**config.mk**
```make
export PLATFORM = sky130hd
export DESIGN_NAME = rspcap_top
export DESIGN_NICKNAME = d
export VERILOG_FILES = /design/src/rtl/rspcap_pkg.sv /design/src/rtl/rspcap_dp.sv /design/src/rtl/rspcap_ctrl.sv /design/src/rtl/rspcap_top.sv
export SDC_FILE = /design/constraint.sdc
export NUM_CORES = 1
export LEC_CHECK = 0
export ABC_AREA = 0
export BUFFER_PORTS_ARGS = -buffer_cell sky130_fd_sc_hd__buf_2
export CAP_MARGIN = 20
export CORE_MARGIN = 5
export CORE_UTILIZATION = 45
export DETAILED_ROUTE_END_ITERATION = 10
export GPL_ROUTABILITY_DRIVEN = 0
export SLEW_MARGIN = 20
export SYNTH_ARGS = -nofsm -noshare
export SYNTH_HDL_FRONTEND = slang
export SYNTH_HIERARCHICAL = 1
export SYNTH_SLANG_ARGS = --single-unit
```
**constraint.sdc**
```tcl
create_clock -name clk -period 8.3 [get_ports clk]
set_clock_uncertainty 0.2 [all_clocks]
set_input_delay 1.66 -clock clk [delete_from_list [all_inputs] [get_ports clk]]
set_output_delay 1.66 -clock clk [all_outputs]
set_load 0.005 [all_outputs]
```
**src/rtl/rspcap_pkg.sv**
```systemverilog
package rspcap_pkg;
  // Strobes sent from the control FSM to the datapath
  typedef struct packed {
    logic clr;    // restart: empty FIFO, zero shifter and CRC
    logic shift;  // take one line bit into shifter and CRC
    logic push;   // write the shifter (with the current bit) into the FIFO
  } dpStrobe_t;

  typedef enum logic [1:0] {
    ST_IDLE = 2'd0,
    ST_WAIT = 2'd1,
    ST_RECV = 2'd2
  } capState_t;
endpackage

```
**src/rtl/rspcap_dp.sv**
```systemverilog
module rspcap_dp
  import rspcap_pkg::*;
#(
  parameter int HALF_W   = 16,
  parameter int DEPTH    = 8,
  parameter int RD_W     = 32,
  parameter int CRC_W    = 7,
  parameter logic [CRC_W-1:0] CRC_POLY = 7'h09
) (
  input  logic             clk,
  input  logic             rstN,
  input  dpStrobe_t        strb,
  input  logic             cmdBit,
  input  logic             rdEn,
  output logic [RD_W-1:0]  rdData,
  output logic [CRC_W-1:0] crcRem
);
  localparam int PTR_W = $clog2(DEPTH);
  localparam int CNT_W = PTR_W + 1;

  logic [HALF_W-1:0] shiftReg, shiftNext;
  logic [CRC_W-1:0]  crcReg, crcNext;
  logic [HALF_W-1:0] mem [DEPTH];
  logic [PTR_W-1:0]  wrPtr, rdPtr;
  logic [CNT_W-1:0]  count;
  logic              notEmpty, popOk, fb;

  assign shiftNext = {shiftReg[HALF_W-2:0], cmdBit};
  assign fb        = cmdBit ^ crcReg[CRC_W-1];
  assign crcNext   = {crcReg[CRC_W-2:0], 1'b0} ^ (fb ? CRC_POLY : '0);
  assign notEmpty  = (count != '0);
  assign popOk     = rdEn && notEmpty;
  assign crcRem    = crcReg;
  assign rdData    = notEmpty ? {{(RD_W-HALF_W){1'b0}}, mem[rdPtr]} : '0;

  always_ff @(posedge clk or negedge rstN) begin
    if (!rstN) begin
      shiftReg <= '0;
      crcReg   <= '0;
      wrPtr    <= '0;
      rdPtr    <= '0;
      count    <= '0;
    end else if (strb.clr) begin
      shiftReg <= '0;
      crcReg   <= '0;
      wrPtr    <= '0;
      rdPtr    <= '0;
      count    <= '0;
    end else begin
      if (strb.shift) begin
        shiftReg <= shiftNext;
        crcReg   <= crcNext;
      end
      if (strb.push) wrPtr <= wrPtr + 1'b1;
      if (popOk)     rdPtr <= rdPtr + 1'b1;
      case ({strb.push, popOk})
        2'b10:   count <= count + 1'b1;
        2'b01:   count <= count - 1'b1;
        default: count <= count;
      endcase
    end
  end

  always_ff @(posedge clk) begin
    if (strb.push && !strb.clr) mem[wrPtr] <= shiftNext;
  end
endmodule

```
**src/rtl/rspcap_ctrl.sv**
```systemverilog
module rspcap_ctrl
  import rspcap_pkg::*;
#(
  parameter int SHORT_BITS = 48,
  parameter int LONG_BITS  = 136,
  parameter int TIMEOUT    = 64,
  parameter int HALF_W     = 16,
  parameter int CRC_W      = 7
) (
  input  logic             clk,
  input  logic             rstN,
  input  logic             cmdDone,
  input  logic             longResp,
  input  logic             cmdBit,
  input  logic [CRC_W-1:0] crcRem,
  output dpStrobe_t        strb,
  output logic             crcErr,
  output logic             timeOut,
  output logic             respDone
);
  localparam int BIT_W       = $clog2(LONG_BITS + 1);
  localparam int TO_W        = $clog2(TIMEOUT);
  localparam int HB          = $clog2(HALF_W);
  localparam int SHORT_STORE = SHORT_BITS - CRC_W - 1;
  localparam int LONG_STORE  = LONG_BITS - CRC_W - 1;
  localparam logic [HB-1:0] SHORT_PHASE = HB'((SHORT_STORE - 1) % HALF_W);
  localparam logic [HB-1:0] LONG_PHASE  = HB'((LONG_STORE - 1) % HALF_W);

  capState_t         state;
  logic [BIT_W-1:0]  bitCnt, frameLast, storeLen;
  logic [TO_W-1:0]   waitCnt;
  logic              longMode, isLast, startSeen, inBody;
  logic [HB-1:0]     phase;

  assign frameLast = longMode ? BIT_W'(LONG_BITS - 1)  : BIT_W'(SHORT_BITS - 1);
  assign storeLen  = longMode ? BIT_W'(LONG_STORE)     : BIT_W'(SHORT_STORE);
  assign phase     = longMode ? LONG_PHASE : SHORT_PHASE;
  assign isLast    = (bitCnt == frameLast);

  always_comb begin
    startSeen  = (state == ST_WAIT) && !cmdBit && !cmdDone;
    inBody     = (state == ST_RECV) && !isLast && !cmdDone;
    strb       = '0;
    strb.clr   = cmdDone;
    strb.shift = startSeen || inBody;
    strb.push  = inBody && (bitCnt < storeLen) && (bitCnt[HB-1:0] == phase);
  end

  always_ff @(posedge clk or negedge rstN) begin
    if (!rstN) begin
      state    <= ST_IDLE;
      bitCnt   <= '0;
      waitCnt  <= '0;
      longMode <= 1'b0;
      crcErr   <= 1'b0;
      timeOut  <= 1'b0;
      respDone <= 1'b0;
    end else if (cmdDone) begin
      state    <= ST_WAIT;
      bitCnt   <= '0;
      waitCnt  <= '0;
      longMode <= longResp;
      crcErr   <= 1'b0;
      timeOut  <= 1'b0;
      respDone <= 1'b0;
    end else begin
      case (state)
        ST_WAIT: begin
          if (!cmdBit) begin
            state  <= ST_RECV;
            bitCnt <= BIT_W'(1);
          end else if (waitCnt == TO_W'(TIMEOUT - 1)) begin
            timeOut <= 1'b1;
            state   <= ST_IDLE;
          end else begin
            waitCnt <= waitCnt + 1'b1;
          end
        end
        ST_RECV: begin
          if (isLast) begin
            crcErr   <= (crcRem != '0) || !cmdBit;
            respDone <= 1'b1;
            state    <= ST_IDLE;
          end else begin
            bitCnt <= bitCnt + 1'b1;
          end
        end
        default: state <= ST_IDLE;
      endcase
    end
  end
endmodule

```
**src/rtl/rspcap_top.sv**
```systemverilog
module rspcap_top
  import rspcap_pkg::*;
#(
  parameter int SHORT_BITS = 48,
  parameter int LONG_BITS  = 136,
  parameter int TIMEOUT    = 64,
  parameter int HALF_W     = 16,
  parameter int DEPTH      = 8,
  parameter int RD_W       = 32,
  parameter int CRC_W      = 7
) (
  input  logic            clk,
  input  logic            rstN,
  input  logic            cmdDone,
  input  logic            longResp,
  input  logic            cmdLine,
  input  logic            rdEn,
  output logic [RD_W-1:0] rdData,
  output logic            crcErr,
  output logic            timeOut,
  output logic            respDone
);
  dpStrobe_t        strb;
  logic [CRC_W-1:0] crcRem;

  rspcap_ctrl #(
    .SHORT_BITS(SHORT_BITS), .LONG_BITS(LONG_BITS), .TIMEOUT(TIMEOUT),
    .HALF_W(HALF_W), .CRC_W(CRC_W)
  ) u_ctrl (
    .clk(clk), .rstN(rstN), .cmdDone(cmdDone), .longResp(longResp),
    .cmdBit(cmdLine), .crcRem(crcRem), .strb(strb),
    .crcErr(crcErr), .timeOut(timeOut), .respDone(respDone)
  );

  rspcap_dp #(
    .HALF_W(HALF_W), .DEPTH(DEPTH), .RD_W(RD_W), .CRC_W(CRC_W)
  ) u_dp (
    .clk(clk), .rstN(rstN), .strb(strb), .cmdBit(cmdLine),
    .rdEn(rdEn), .rdData(rdData), .crcRem(crcRem)
  );
endmodule

```
==> results of run 1 <==
tightest hold or removal path: stages, from the launching register on:
cell	delay (ns)
dfrtp_1	0.34
a21oi_1	0.04
nor2_1	0.08
flip-flops by register name, summed over array words and instances, names as in the netlist:
| signal | cells |
|---|---|
| u_ctrl/bitCnt | 8 |
| u_dp/mem | 128 |
| u_ctrl/longMode | 1 |
| u_ctrl/respDone | 1 |
| u_ctrl/crcErr | 1 |
| u_ctrl/state | 2 |
| u_dp/rdPtr | 3 |
| u_dp/wrPtr | 3 |
| u_ctrl/waitCnt | 6 |
| u_dp/crcRem | 7 |
| u_dp/count | 4 |
| u_dp/shiftReg | 15 |
| u_ctrl/timeOut | 1 |
area by class of cell:
| cell class | instances | area (sq um) |
|---|---|---|
| clock inverter | 15 | 164 |
| multi-input combinational | 273 | 2300 |
| inverter | 9 | 33.8 |
| sequential | 180 | 5150 |
| tap | 220 | 275 |
| clock buffer | 17 | 425 |
| fill | 1379 | 8070 |
| timing repair buffer | 38 | 225 |
power by group:
part / internal (mW) / leakage, nW / total, mW / switching [mW]
Sequential: 0.958 / 1.93 / 0.962 / 0.00454
Combinational: 0.0115 / 0.940 / 0.0354 / 0.0239
Clock: 0.428 / 0.287 / 0.790 / 0.363
Total: 1.40 / 3.16 / 1.79 / 0.391
synthesized netlist by cell type, drive strengths merged (2+ instances only):
library cell	number
xnor2	5
nand2b	4
and3	5
a41oi	2
and3b	2
a21oi	10
clkbuf	14
and4b	2
dfrtp	52
inv	9
nor2b	2
buf	27
mux4	32
mux2i	42
a31oi	6
ha	9
o211ai	3
nor3	6
nand2	10
nor2	70
and2	2
nor4	2
xor2	8
nand4	3
edfxtp	128
nand3	5
o21ai	11
path summary, 6_finish.rpt:
| kind | startpoint | end | slack, ns | cells after the start |
|---|---|---|---|---|
| worst max-delay path | cmdDone | u_dp/mem[2][9]$_DFFE_PP_ | 3.67 | 7 |
| worst min-delay path | u_ctrl/timeOut$_DFFE_PN0P_ | u_ctrl/timeOut$_DFFE_PN0P_ | 0.31 | 2 |
| worst max register to register | u_ctrl/bitCnt[3]$_DFFE_PN0P_ | u_dp/mem[2][9]$_DFFE_PP_ | 4.72 | 9 |
| worst min register to register | u_ctrl/timeOut$_DFFE_PN0P_ | u_ctrl/timeOut$_DFFE_PN0P_ | 0.31 | 2 |
| max in group asynchronous | rstN | u_dp/rdPtr[0]$_DFFE_PN0P_ | 6.30 | 2 |
| min in group asynchronous | rstN | u_ctrl/bitCnt[3]$_DFFE_PN0P_ | 1.14 | 2 |
logic make-up after synthesis:
group	after synthesis	synth area share
multiplexers	74	0.149
other	1	0.000490
flip-flops	180	0.672
XOR/XNOR	13	0.0149
AND/OR/NAND/NOR	120	0.0754
AO/OA/AOI/OAI	41	0.0363
buffers and inverters	50	0.0368
adder cells (fa/ha/maj)	9	0.0147
stage by stage:
stage,hold slack [ns],setup slack (ns),instance area (sq um)
after global placement,0.280,3.29,7980
after global routing,0.339,3.43,8570
after floorplan,0.257,3.38,7710
final,0.309,3.67,8570
after CTS,0.314,3.66,8570
after detailed placement,0.291,3.19,7980
per-layer routing:
metal / vias up / global-route usage / share of wire
li1: 1877 / - / -
met1: 2060 / 0.185 / 0.44
met2: 67 / 0.260 / 0.51
met3: 23 / 0.0385 / 0.033
met4: 0 / 0.0607 / 0.019
met5: - / 0 / 0
==> run_summary.xml, run 1 <==
<?xml version="1.0" encoding="UTF-8"?>
<metrics>
  <group name="timing">
    <metric name="grt_setup_unrepaired" unit="">no</metric>
    <metric name="max_freq" unit="GHz">0.216</metric>
    <metric name="maxSlewViolCount" unit="">0</metric>
    <metric name="report.final.hold_viol_count" unit="">0</metric>
    <metric name="min_clock_period_post_route" unit="ns">4.63</metric>
    <metric name="timing.setup.tns" unit="ns">0</metric>
    <metric name="tightestPinTransition" unit="ns">1.11</metric>
    <metric name="relSlewSlack" unit="">0.257</metric>
    <metric name="setup_violations" unit="">0</metric>
    <metric name="layout_worst_path_cycle_share" unit="">0.558</metric>
  </group>
  <group name="synthesis">
    <metric name="synth_area" unit="sq um">7650</metric>
    <metric name="synthesis.area_per_instance" unit="sq um">15.7</metric>
    <metric name="library_cell_occupying_the_most_area_in_the_post_synthesis_netlist" unit="">edfxtp_1</metric>
    <metric name="yosysTopAreaCellShare" unit="">0.502</metric>
    <metric name="ys.flop_type" unit="">edfxtp_1</metric>
    <metric name="synthArstFlopShare" unit="">0.289</metric>
    <metric name="synth-seq-cells" unit="">180</metric>
    <metric name="ys.warnings.count" unit="">6</metric>
    <metric name="synth_cells" unit="">488</metric>
    <metric name="ys_seq_area_frac" unit="">0.672</metric>
    <metric name="synth_edf_count" unit="">128</metric>
    <metric name="synth_cell_type_count" unit="">50</metric>
    <metric name="synthTopCellsByArea" unit="">edfxtp_1 (50%), dfrtp_1 (17%), mux4_2 (9.4%), mux2i_1 (5.5%), nor2_1 (3.4%)</metric>
  </group>
  <group name="clock_network">
    <metric name="clk_latency_worst_skew_pair" unit="ns">0.44</metric>
    <metric name="ctsRootBufferMaster" unit="">clkbuf_16</metric>
    <metric name="sinks_on_clock_net" unit="">180</metric>
    <metric name="post-cts-setup-buffer-count" unit="">0</metric>
    <metric name="postCtsHoldBufs" unit="">0</metric>
    <metric name="cts-htree-levels" unit="">4</metric>
    <metric name="post_cts.resized_instances" unit="">0</metric>
    <metric name="ctsLongestPathBuffers" unit="">2</metric>
    <metric name="cts-buffers-inserted" unit="">17</metric>
    <metric name="cts_tree" unit="">yes</metric>
    <metric name="clk_pin_slew" unit="ns">0.07</metric>
  </group>
  <group name="finish">
    <metric name="antenna_cells_inserted" unit="">0</metric>
    <metric name="number_of_standard_cells_in_the_final_layout_excluding_fillers" unit="">752</metric>
    <metric name="design.final.nets" unit="">534</metric>
    <metric name="area_delta_synth_final" unit="%">12.0</metric>
    <metric name="layout.cells.most_common_list" unit="">edfxtp_1 (128), nor2_1 (69), dfrtp_1 (51), mux2i_1 (42), mux4_2 (32)</metric>
    <metric name="post-route-util" unit="">0.515</metric>
    <metric name="post_route_cells_drive_above_1_share" unit="">0.211</metric>
    <metric name="layout_commonest_cell" unit="">edfxtp_1</metric>
  </group>
  <group name="power">
    <metric name="leakagePower" unit="nW">3.16</metric>
    <metric name="maximum_vdd_ir_drop" unit="mV">0.155</metric>
    <metric name="power.density" unit="nW/um^2">209</metric>
    <metric name="power" unit="mW">1.79</metric>
  </group>
  <group name="global_routing">
    <metric name="antenna_found_initial" unit="">0</metric>
    <metric name="global_route.usage.total" unit="">0.152</metric>
    <metric name="grt_max_degree" unit="">53</metric>
    <metric name="via_count_of_the_first_global_routing_pass" unit="">4231</metric>
    <metric name="grt_first_pass_wirelength" unit="um">22800</metric>
    <metric name="grt.overflow.total" unit="">0</metric>
  </group>
  <group name="detailed_routing">
    <metric name="first_pass_iters" unit="">4</metric>
    <metric name="vias_per_cell" unit="">5.36</metric>
    <metric name="routedWlPerCell" unit="um">18.7</metric>
    <metric name="number_of_routed_nets_with_antenna_violations" unit="">0</metric>
    <metric name="detail_route.wirelength" unit="um">14000</metric>
    <metric name="drt-initial-drc-count" unit="">171</metric>
    <metric name="drt_drc_violations_left" unit="">0</metric>
    <metric name="route.vias.total" unit="">4027</metric>
  </group>
  <group name="critical_path">
    <metric name="cell_by_cell_trace_of_the_critical_path" unit="">buf_2 &gt; buf_4 &gt; nor3b_2 &gt; and4_1 &gt; or3b_2 &gt; nor2_1 &gt; buf_4</metric>
    <metric name="timing.critical_path.fanout_max" unit="">52</metric>
    <metric name="cpLargestDelayFamily" unit="">simple AND/OR/NAND/NOR gates</metric>
    <metric name="cp-end-kind" unit="">register</metric>
    <metric name="cp_data_arrival_time" unit="ns">4.56</metric>
    <metric name="worst_path_most_repeated_cell" unit="">buf_4</metric>
    <metric name="worstPathRequired" unit="ns">8.24</metric>
    <metric name="worst-path-buf-inv" unit="">3</metric>
    <metric name="critPathSlowestCell" unit="">nor2_1</metric>
    <metric name="timing.critical_path.from_type" unit="">input pin</metric>
    <metric name="critical_path.max_stage_delay" unit="ns">0.66</metric>
    <metric name="timing.setup.critical_path_class" unit="">in2reg</metric>
  </group>
  <group name="floorplanning">
    <metric name="io-pin-count" unit="">41</metric>
    <metric name="die_w" unit="um">140</metric>
    <metric name="die_y" unit="um">140</metric>
    <metric name="die_area" unit="sq um">19700</metric>
    <metric name="design.core.area" unit="sq um">16600</metric>
    <metric name="row_count" unit="">47</metric>
    <metric name="floorplan.initialDensity" unit="">0.460</metric>
  </group>
  <group name="place">
    <metric name="place.detailed.instances" unit="">720</metric>
    <metric name="dp_hpwl" unit="um">8930</metric>
    <metric name="place.port_buffers" unit="">24</metric>
  </group>
  <group name="hold_path">
    <metric name="min_path_type" unit="">reg2reg</metric>
  </group>
  <group name="run">
    <metric name="maximum_capacitance_violations" unit="">0</metric>
  </group>
  <group name="outcome">
    <metric name="run_status" unit="">completed</metric>
  </group>
</metrics>
Note: power is estimated with default switching activity, not from simulation.
==> inputs of run 2 (changes only) <==
==> constraint.sdc (replaced) <==
create_clock -name clk -period 4.1 [get_ports clk]
set_clock_uncertainty 0.2 [all_clocks]
set_input_delay 0.82 -clock clk [delete_from_list [all_inputs] [get_ports clk]]
set_output_delay 0.82 -clock clk [all_outputs]
set_load 0.005 [all_outputs]
==> run 2 against run 1 <==
Critical path type is now reg2out. Worst hold slack got worse by 0.13 ns. First-iteration DRC count rose by 44%. Total power rose by 100%. Register-to-register slack got worse by 3.8 ns. Largest power group unchanged. Final area rose by 0.51%. Sequential share of layout area fell by 0.29 points.
==> run_summary.xml, run 2 (synthesis results as in run 1) <==
<?xml version="1.0" encoding="UTF-8"?>
<metrics>
  <group name="finish">
    <metric name="design.final.nets" unit="">539</metric>
    <metric name="layout.cells.most_common_list" unit="">edfxtp_1 (128), nor2_1 (69), dfrtp_1 (50), mux2i_1 (42), mux4_2 (32)</metric>
    <metric name="antenna_cells_inserted" unit="">0</metric>
    <metric name="post-route-util" unit="">0.518</metric>
    <metric name="fin_area" unit="sq um">8610</metric>
    <metric name="largest_register" unit="">u_dp/mem</metric>
    <metric name="layout_commonest_cell" unit="">edfxtp_1</metric>
    <metric name="largest_reg_flops" unit="">128</metric>
    <metric name="area_delta_synth_final" unit="%">12.6</metric>
    <metric name="fillCellCount" unit="">1379</metric>
    <metric name="layout_top_registers" unit="">u_dp/mem: 128 flops, u_dp/shiftReg: 15 flops, u_ctrl/bitCnt: 8 flops</metric>
    <metric name="post_route_cells_drive_above_1_share" unit="">0.218</metric>
  </group>
  <group name="detailed_routing">
    <metric name="vias_per_cell" unit="">5.39</metric>
    <metric name="routedWlPerCell" unit="um">18.4</metric>
    <metric name="topRoutingLayerUsed" unit="">met4</metric>
    <metric name="drt_drc_violations_left" unit="">0</metric>
    <metric name="drt-initial-drc-count" unit="">247</metric>
    <metric name="met1_length" unit="um">6310</metric>
    <metric name="routed-wl-met2" unit="um">7140</metric>
    <metric name="number_of_routed_nets_with_antenna_violations" unit="">0</metric>
    <metric name="detail_route.wirelength" unit="um">13900</metric>
    <metric name="route.vias.total" unit="">4084</metric>
    <metric name="first_pass_iters" unit="">4</metric>
    <metric name="dr_wl_met3" unit="um">325</metric>
  </group>
  <group name="floorplanning">
    <metric name="die_y" unit="um">140</metric>
    <metric name="die_area" unit="sq um">19700</metric>
    <metric name="design.core.area" unit="sq um">16600</metric>
    <metric name="floorplan.initialDensity" unit="">0.460</metric>
    <metric name="die_w" unit="um">140</metric>
    <metric name="io-pin-count" unit="">41</metric>
    <metric name="row_count" unit="">47</metric>
  </group>
  <group name="clock_network">
    <metric name="clk_pin_slew" unit="ns">0.07</metric>
    <metric name="postCtsHoldBufs" unit="">0</metric>
    <metric name="clk_latency_worst_skew_pair" unit="ns">0.42</metric>
    <metric name="sinks_on_clock_net" unit="">180</metric>
    <metric name="cts-buffers-inserted" unit="">17</metric>
    <metric name="ctsRootBufferMaster" unit="">clkbuf_16</metric>
    <metric name="cts_tree" unit="">yes</metric>
    <metric name="post-cts-setup-buffer-count" unit="">0</metric>
    <metric name="post_cts.resized_instances" unit="">0</metric>
    <metric name="ctsLongestPathBuffers" unit="">2</metric>
    <metric name="cts-htree-levels" unit="">4</metric>
  </group>
  <group name="critical_path">
    <metric name="timing.setup.critical_path_class" unit="">reg2out</metric>
    <metric name="worstPathRequired" unit="ns">3.08</metric>
    <metric name="critical_path.max_stage_delay" unit="ns">0.72</metric>
    <metric name="cell_by_cell_trace_of_the_critical_path" unit="">buf_12 &gt; mux4_2 &gt; mux2i_1 &gt; nor2_1 &gt; buf_2</metric>
    <metric name="timing.critical_path.from_type" unit="">register</metric>
    <metric name="timing.critical_path.fanout_max" unit="">20</metric>
    <metric name="cp_data_arrival_time" unit="ns">2.35</metric>
    <metric name="critPathSlowestCell" unit="">dfrtp_2</metric>
    <metric name="cp-end-kind" unit="">output pin</metric>
  </group>
  <group name="timing">
    <metric name="setup_violations" unit="">0</metric>
    <metric name="tightestPinTransition" unit="ns">0.610</metric>
    <metric name="maxSlewViolCount" unit="">0</metric>
    <metric name="layout_worst_path_cycle_share" unit="">0.822</metric>
    <metric name="report.final.hold_viol_count" unit="">0</metric>
    <metric name="worst_hold_slack" unit="ns">0.181</metric>
    <metric name="timing.setup.tns" unit="ns">0</metric>
    <metric name="max_freq" unit="GHz">0.297</metric>
    <metric name="min_clock_period_post_route" unit="ns">3.37</metric>
    <metric name="relSlewSlack" unit="">0.593</metric>
    <metric name="grt_setup_unrepaired" unit="">no</metric>
  </group>
  <group name="power">
    <metric name="seqPwrFrac" unit="">0.543</metric>
    <metric name="leakagePower" unit="nW">3.17</metric>
    <metric name="sw_frac_of_total" unit="">0.203</metric>
    <metric name="power_switching" unit="mW">0.728</metric>
    <metric name="power.combinational.fraction" unit="">0.020</metric>
    <metric name="power" unit="mW">3.59</metric>
    <metric name="share_clk_of_total_power" unit="">0.437</metric>
    <metric name="internal_power" unit="mW">2.86</metric>
    <metric name="maximum_vdd_ir_drop" unit="mV">0.284</metric>
    <metric name="power.density" unit="nW/um^2">417</metric>
  </group>
  <group name="place">
    <metric name="dp_hpwl" unit="um">8830</metric>
    <metric name="place.port_buffers" unit="">24</metric>
    <metric name="dpl-instance-area" unit="sq um">8030</metric>
  </group>
  <group name="global_routing">
    <metric name="antenna_found_initial" unit="">0</metric>
    <metric name="grt_first_pass_wirelength" unit="um">22900</metric>
    <metric name="via_count_of_the_first_global_routing_pass" unit="">4245</metric>
    <metric name="grt_max_degree" unit="">52</metric>
    <metric name="grt.overflow.total" unit="">0</metric>
    <metric name="global_route.usage.total" unit="">0.150</metric>
  </group>
  <group name="outcome">
    <metric name="run_status" unit="">completed</metric>
  </group>
  <group name="hold_path">
    <metric name="min_path_type" unit="">in2async</metric>
  </group>
  <group name="run">
    <metric name="maximum_capacitance_violations" unit="">0</metric>
  </group>
</metrics>
-- run 2: worst paths after layout --
kind,end,cells past startpoint,slack (ns),startpoint
setup / recovery,rdData[12],5,0.73,u_dp/rdPtr[0]$_DFFE_PN0P_
hold / removal,u_ctrl/bitCnt[3]$_DFFE_PN0P_,1,0.18,rstN
setup reg to reg,u_dp/count[3]$_DFFE_PN0P_,12,0.88,u_ctrl/bitCnt[3]$_DFFE_PN0P_
hold reg to reg,u_ctrl/bitCnt[7]$_DFFE_PN0P_,1,0.31,u_ctrl/bitCnt[7]$_DFFE_PN0P_
max in group asynchronous,u_dp/rdPtr[2]$_DFFE_PN0P_,2,2.70,rstN
min in group clk,u_ctrl/bitCnt[7]$_DFFE_PN0P_,1,0.31,u_ctrl/bitCnt[7]$_DFFE_PN0P_
-- run 2: metrics by stage --
| stage | worst slack [ns] | instances |
|---|---|---|
| floorplan | 0.0167 | 503 |
| global placement | 0.709 | 725 |
| detailed placement | 0.604 | 725 |
| CTS | 0.629 | 757 |
| global route | 0.518 | 757 |
| finish | 0.729 | 757 |
-- run 2: final cells by class --
class | instances | area [sq um] | share of cell area
clock buffer | 17 | 425 | 0.0494
tap | 220 | 275 | 0.0320
sequential | 180 | 5150 | 0.598
inverter | 9 | 33.8 | 0.00392
multi-input combinational | 273 | 2300 | 0.267
clock inverter | 15 | 156 | 0.0182
timing repair buffer | 43 | 275 | 0.0320
-- run 2: power groups by stage --
stage / combinational [mW] / clock [mW] / sequential [mW]
4_1_cts: 0.0736 / 1.61 / 1.95
3_5_place_dp: 0.0737 / 0 / 1.99
6_report: 0.0725 / 1.57 / 1.95
3_3_place_gp: 0.0715 / 0 / 1.99
2_1_floorplan: 0.0605 / 0 / 1.98
5_1_grt: 0.0824 / 1.70 / 1.95
-- run 2: critical path, delay by kind of cell, from the launching register on --
family | cells | cell delay (ns)
muxes | 2 | 0.74
buffers and inverters | 2 | 0.41
and+or+nand+nor | 1 | 0.06
DFF | 1 | 0.72
-- run 2: metal layers --
metal | up-vias | global-route usage
li1 | 1884 | -
met1 | 2129 | 0.196
met2 | 61 | 0.252
met3 | 10 | 0.0307
met4 | 0 | 0.0530
met5 | - | 0
==> inputs of run 3 (changes only) <==
--- a/config.mk
+++ b/config.mk
@@ -5,7 +5,7 @@
 export SDC_FILE = /design/constraint.sdc
 export NUM_CORES = 1
 export LEC_CHECK = 0
-export ABC_AREA = 0
+export ABC_AREA = 1
 export BUFFER_PORTS_ARGS = -buffer_cell sky130_fd_sc_hd__buf_2
 export CAP_MARGIN = 20
 export CORE_MARGIN = 5
==> constraint.sdc (replaced) <==
create_clock -name clk -period 3.34 [get_ports clk]
set_clock_uncertainty 0.2 [all_clocks]
set_input_delay 0.668 -clock clk [delete_from_list [all_inputs] [get_ports clk]]
set_output_delay 0.668 -clock clk [all_outputs]
set_load 0.005 [all_outputs]
==> run 3 against run 2 <==
Utilization down 1.2 points. Die area up 1.6%. Clock power up 26%. Critical path depth up 2. Total power up 55%. Area after synthesis up 1.7%. Final area up 0.51%. Largest power group unchanged. Register-to-register slack worse by 0.53 ns. Worst hold slack better by 0.084 ns. Highest routed layer unchanged.
==> run_summary.xml, run 3 <==
<?xml version="1.0" encoding="UTF-8"?>
<metrics>
  <group name="synthesis">
    <metric name="ys.warnings.count" unit="">6</metric>
    <metric name="library_cell_occupying_the_most_area_in_the_post_synthesis_netlist" unit="">edfxtp_1</metric>
    <metric name="post-synth-top-count-cell" unit="">edfxtp_1</metric>
    <metric name="synth_cell_type_count" unit="">38</metric>
    <metric name="synth_area" unit="sq um">7780</metric>
    <metric name="synthArstFlopShare" unit="">0.289</metric>
    <metric name="synthTopCellsByArea" unit="">edfxtp_1 (49%), dfrtp_1 (17%), nor2_1 (6.0%), o21ai_0 (4.6%), nand2_1 (3.7%)</metric>
    <metric name="synth_edf_count" unit="">128</metric>
    <metric name="ys_seq_area_frac" unit="">0.661</metric>
    <metric name="ys.flop_type" unit="">edfxtp_1</metric>
    <metric name="synthesis.area_per_instance" unit="sq um">11.0</metric>
    <metric name="synth_cells" unit="">707</metric>
    <metric name="synthTopCellsByCount" unit="">edfxtp_1 (128), nor2_1 (125), nand2_1 (77)</metric>
    <metric name="synth-seq-cells" unit="">180</metric>
    <metric name="yosysTopAreaCellShare" unit="">0.494</metric>
  </group>
  <group name="global_routing">
    <metric name="via_count_of_the_first_global_routing_pass" unit="">5105</metric>
    <metric name="grt_first_pass_wirelength" unit="um">26600</metric>
    <metric name="grt.overflow.total" unit="">0</metric>
    <metric name="global_route.usage.total" unit="">0.171</metric>
    <metric name="grt_max_degree" unit="">53</metric>
    <metric name="antenna_found_initial" unit="">0</metric>
  </group>
  <group name="floorplanning">
    <metric name="die_area" unit="sq um">20000</metric>
    <metric name="design.core.area" unit="sq um">17100</metric>
    <metric name="die_w" unit="um">142</metric>
    <metric name="floorplan.initialDensity" unit="">0.455</metric>
    <metric name="row_count" unit="">48</metric>
    <metric name="die_y" unit="um">142</metric>
    <metric name="io-pin-count" unit="">41</metric>
  </group>
  <group name="critical_path">
    <metric name="worst-path-buf-inv" unit="">3</metric>
    <metric name="timing.critical_path.fanout_max" unit="">52</metric>
    <metric name="critPathSlowestCell" unit="">dfrtp_2</metric>
    <metric name="timing.setup.critical_path_class" unit="">reg2out</metric>
    <metric name="cp_data_arrival_time" unit="ns">2.23</metric>
    <metric name="worstPathRequired" unit="ns">2.47</metric>
    <metric name="timing.critical_path.from_type" unit="">register</metric>
    <metric name="cpLargestDelayFamily" unit="">buffers and inverters</metric>
    <metric name="critical_path.max_stage_delay" unit="ns">0.43</metric>
    <metric name="worst_path_most_repeated_cell" unit="">o21ai_1</metric>
    <metric name="cell_by_cell_trace_of_the_critical_path" unit="">inv_4 &gt; buf_4 &gt; o21ai_1 &gt; o22ai_1 &gt; o21ai_1 &gt; a31oi_1 &gt; buf_2</metric>
    <metric name="cp-end-kind" unit="">output pin</metric>
  </group>
  <group name="power">
    <metric name="power.density" unit="nW/um^2">645</metric>
    <metric name="leakagePower" unit="nW">3.33</metric>
    <metric name="maximum_vdd_ir_drop" unit="mV">0.393</metric>
    <metric name="power" unit="mW">5.58</metric>
  </group>
  <group name="finish">
    <metric name="multi_input_comb_area" unit="sq um">2170</metric>
    <metric name="area_delta_synth_final" unit="%">11.2</metric>
    <metric name="largest_reg_flops" unit="">128</metric>
    <metric name="layout_top_registers" unit="">u_dp/mem: 128 flops, u_dp/shiftReg: 15 flops, u_ctrl/bitCnt: 8 flops</metric>
    <metric name="layout_commonest_cell" unit="">edfxtp_1</metric>
    <metric name="layout.cells.most_common_list" unit="">edfxtp_1 (128), nor2_1 (125), nand2_1 (77), o21ai_0 (72), dfrtp_1 (51)</metric>
    <metric name="largest_register" unit="">u_dp/mem</metric>
    <metric name="regArea" unit="sq um">5150</metric>
    <metric name="antenna_cells_inserted" unit="">0</metric>
    <metric name="design.final.nets" unit="">749</metric>
    <metric name="post-route-util" unit="">0.506</metric>
    <metric name="post_route_cells_drive_above_1_share" unit="">0.135</metric>
    <metric name="fillCellCount" unit="">1567</metric>
  </group>
  <group name="detailed_routing">
    <metric name="number_of_routed_nets_with_antenna_violations" unit="">0</metric>
    <metric name="first_pass_iters" unit="">5</metric>
    <metric name="detail_route.wirelength" unit="um">16300</metric>
    <metric name="drt_drc_violations_left" unit="">0</metric>
    <metric name="drt-initial-drc-count" unit="">403</metric>
    <metric name="routedWlPerCell" unit="um">16.8</metric>
    <metric name="vias_per_cell" unit="">5.31</metric>
    <metric name="route.vias.total" unit="">5161</metric>
  </group>
  <group name="timing">
    <metric name="worst_hold_slack" unit="ns">0.265</metric>
    <metric name="setup_violations" unit="">0</metric>
    <metric name="layout_worst_path_cycle_share" unit="">0.928</metric>
    <metric name="relSlewSlack" unit="">0.544</metric>
    <metric name="maxSlewViolCount" unit="">0</metric>
    <metric name="report.final.hold_viol_count" unit="">0</metric>
    <metric name="tightestPinTransition" unit="ns">0.682</metric>
    <metric name="max_freq" unit="GHz">0.322</metric>
    <metric name="min_clock_period_post_route" unit="ns">3.10</metric>
    <metric name="grt_setup_unrepaired" unit="">no</metric>
    <metric name="timing.setup.tns" unit="ns">0</metric>
  </group>
  <group name="hold_path">
    <metric name="min_path_type" unit="">in2reg</metric>
  </group>
  <group name="clock_network">
    <metric name="clk_pin_slew" unit="ns">0.07</metric>
    <metric name="cts-buffers-inserted" unit="">17</metric>
    <metric name="post_cts.resized_instances" unit="">0</metric>
    <metric name="clk_latency_worst_skew_pair" unit="ns">0.43</metric>
    <metric name="cts_tree" unit="">yes</metric>
    <metric name="ctsLongestPathBuffers" unit="">2</metric>
    <metric name="cts-htree-levels" unit="">4</metric>
    <metric name="sinks_on_clock_net" unit="">180</metric>
    <metric name="ctsRootBufferMaster" unit="">clkbuf_16</metric>
  </group>
  <group name="place">
    <metric name="dp_hpwl" unit="um">11000</metric>
    <metric name="place.port_buffers" unit="">24</metric>
  </group>
  <group name="run">
    <metric name="maximum_capacitance_violations" unit="">0</metric>
  </group>
  <group name="outcome">
    <metric name="run_status" unit="">completed</metric>
  </group>
</metrics>
[run 3: worst paths after layout]
| kind | startpoint | end | slack, ns | cells after the start |
|---|---|---|---|---|
| max | u_dp/rdPtr[0]$_DFFE_PN0P_ | rdData[11] | 0.24 | 7 |
| min | longResp | u_ctrl/longMode$_DFFE_PN0P_ | 0.26 | 3 |
| max reg2reg | u_ctrl/bitCnt[3]$_DFFE_PN0P_ | u_dp/mem[6][14]$_DFFE_PP_ | 0.35 | 12 |
| min reg2reg | u_ctrl/respDone$_DFFE_PN0P_ | u_ctrl/respDone$_DFFE_PN0P_ | 0.28 | 2 |
| max in group asynchronous | rstN | u_dp/shiftReg[2]$_DFFE_PN0P_ | 1.60 | 3 |
| min in group asynchronous | rstN | u_dp/count[2]$_DFFE_PN0P_ | 0.52 | 2 |
[run 3: stage by stage]
stage / std cells / cell area (sq um) / setup WS (ns)
floorplan: 722 / 7840 / 0.307
global placement: 939 / 8050 / 0.438
detailed placement: 939 / 8050 / 0.371
CTS: 972 / 8660 / 0.230
global route: 972 / 8660 / 0.0356
finish: 972 / 8660 / 0.239
[run 3: timing repair]
item,in CTS,in global routing
buffers inserted,0,0
hold buffers,1,0
endpoints found under the hold margin,18,0
[run 3: cells by family (layout without fill, tap and decap cells)]
kind of cell | Yosys count | after routing | synth area share
AND/OR/NAND/NOR | 244 | 244 | 0.133
buffers and inverters | 103 | 128 | 0.0675
other | 1 | 16 | 0.000482
adder cells (fa/ha/maj) | 9 | 9 | 0.0145
XOR/XNOR | 4 | 4 | 0.00450
AO/OA/AOI/OAI | 166 | 166 | 0.120
flip-flops | 180 | 180 | 0.661
[run 3: area by class of cell]
| class | instances | area share |
|---|---|---|
| well taps | 225 | 0.0325 |
| flip-flops and latches | 180 | 0.594 |
| clock buffers | 18 | 0.0507 |
| multi-input cells | 439 | 0.251 |
| repair buffers | 42 | 0.0298 |
| clock inverters | 14 | 0.0182 |
| inverters | 54 | 0.0237 |
[run 3: tightest hold or removal path, cell delays in order]
cell and delay, ns:
buf_2 0.08, nand2_1 0.04, o21ai_0 0.06
[run 3: power by group]
group,switching (mW),leakage [nW],internal (mW)
clock network,0.896,0.297,1.09
registers,0.0397,1.89,2.41
logic,0.759,1.14,0.392
total,1.69,3.33,3.89
[run 3: metal layers]
| metal | GRT usage | share of wire | vias to the layer above |
|---|---|---|---|
| met5 | 0 | 0 | - |
| met4 | 0.0581 | 0.021 | 0 |
| met3 | 0.0431 | 0.057 | 24 |
| met2 | 0.258 | 0.46 | 136 |
| met1 | 0.244 | 0.46 | 2507 |
| li1 | - | - | 2494 |
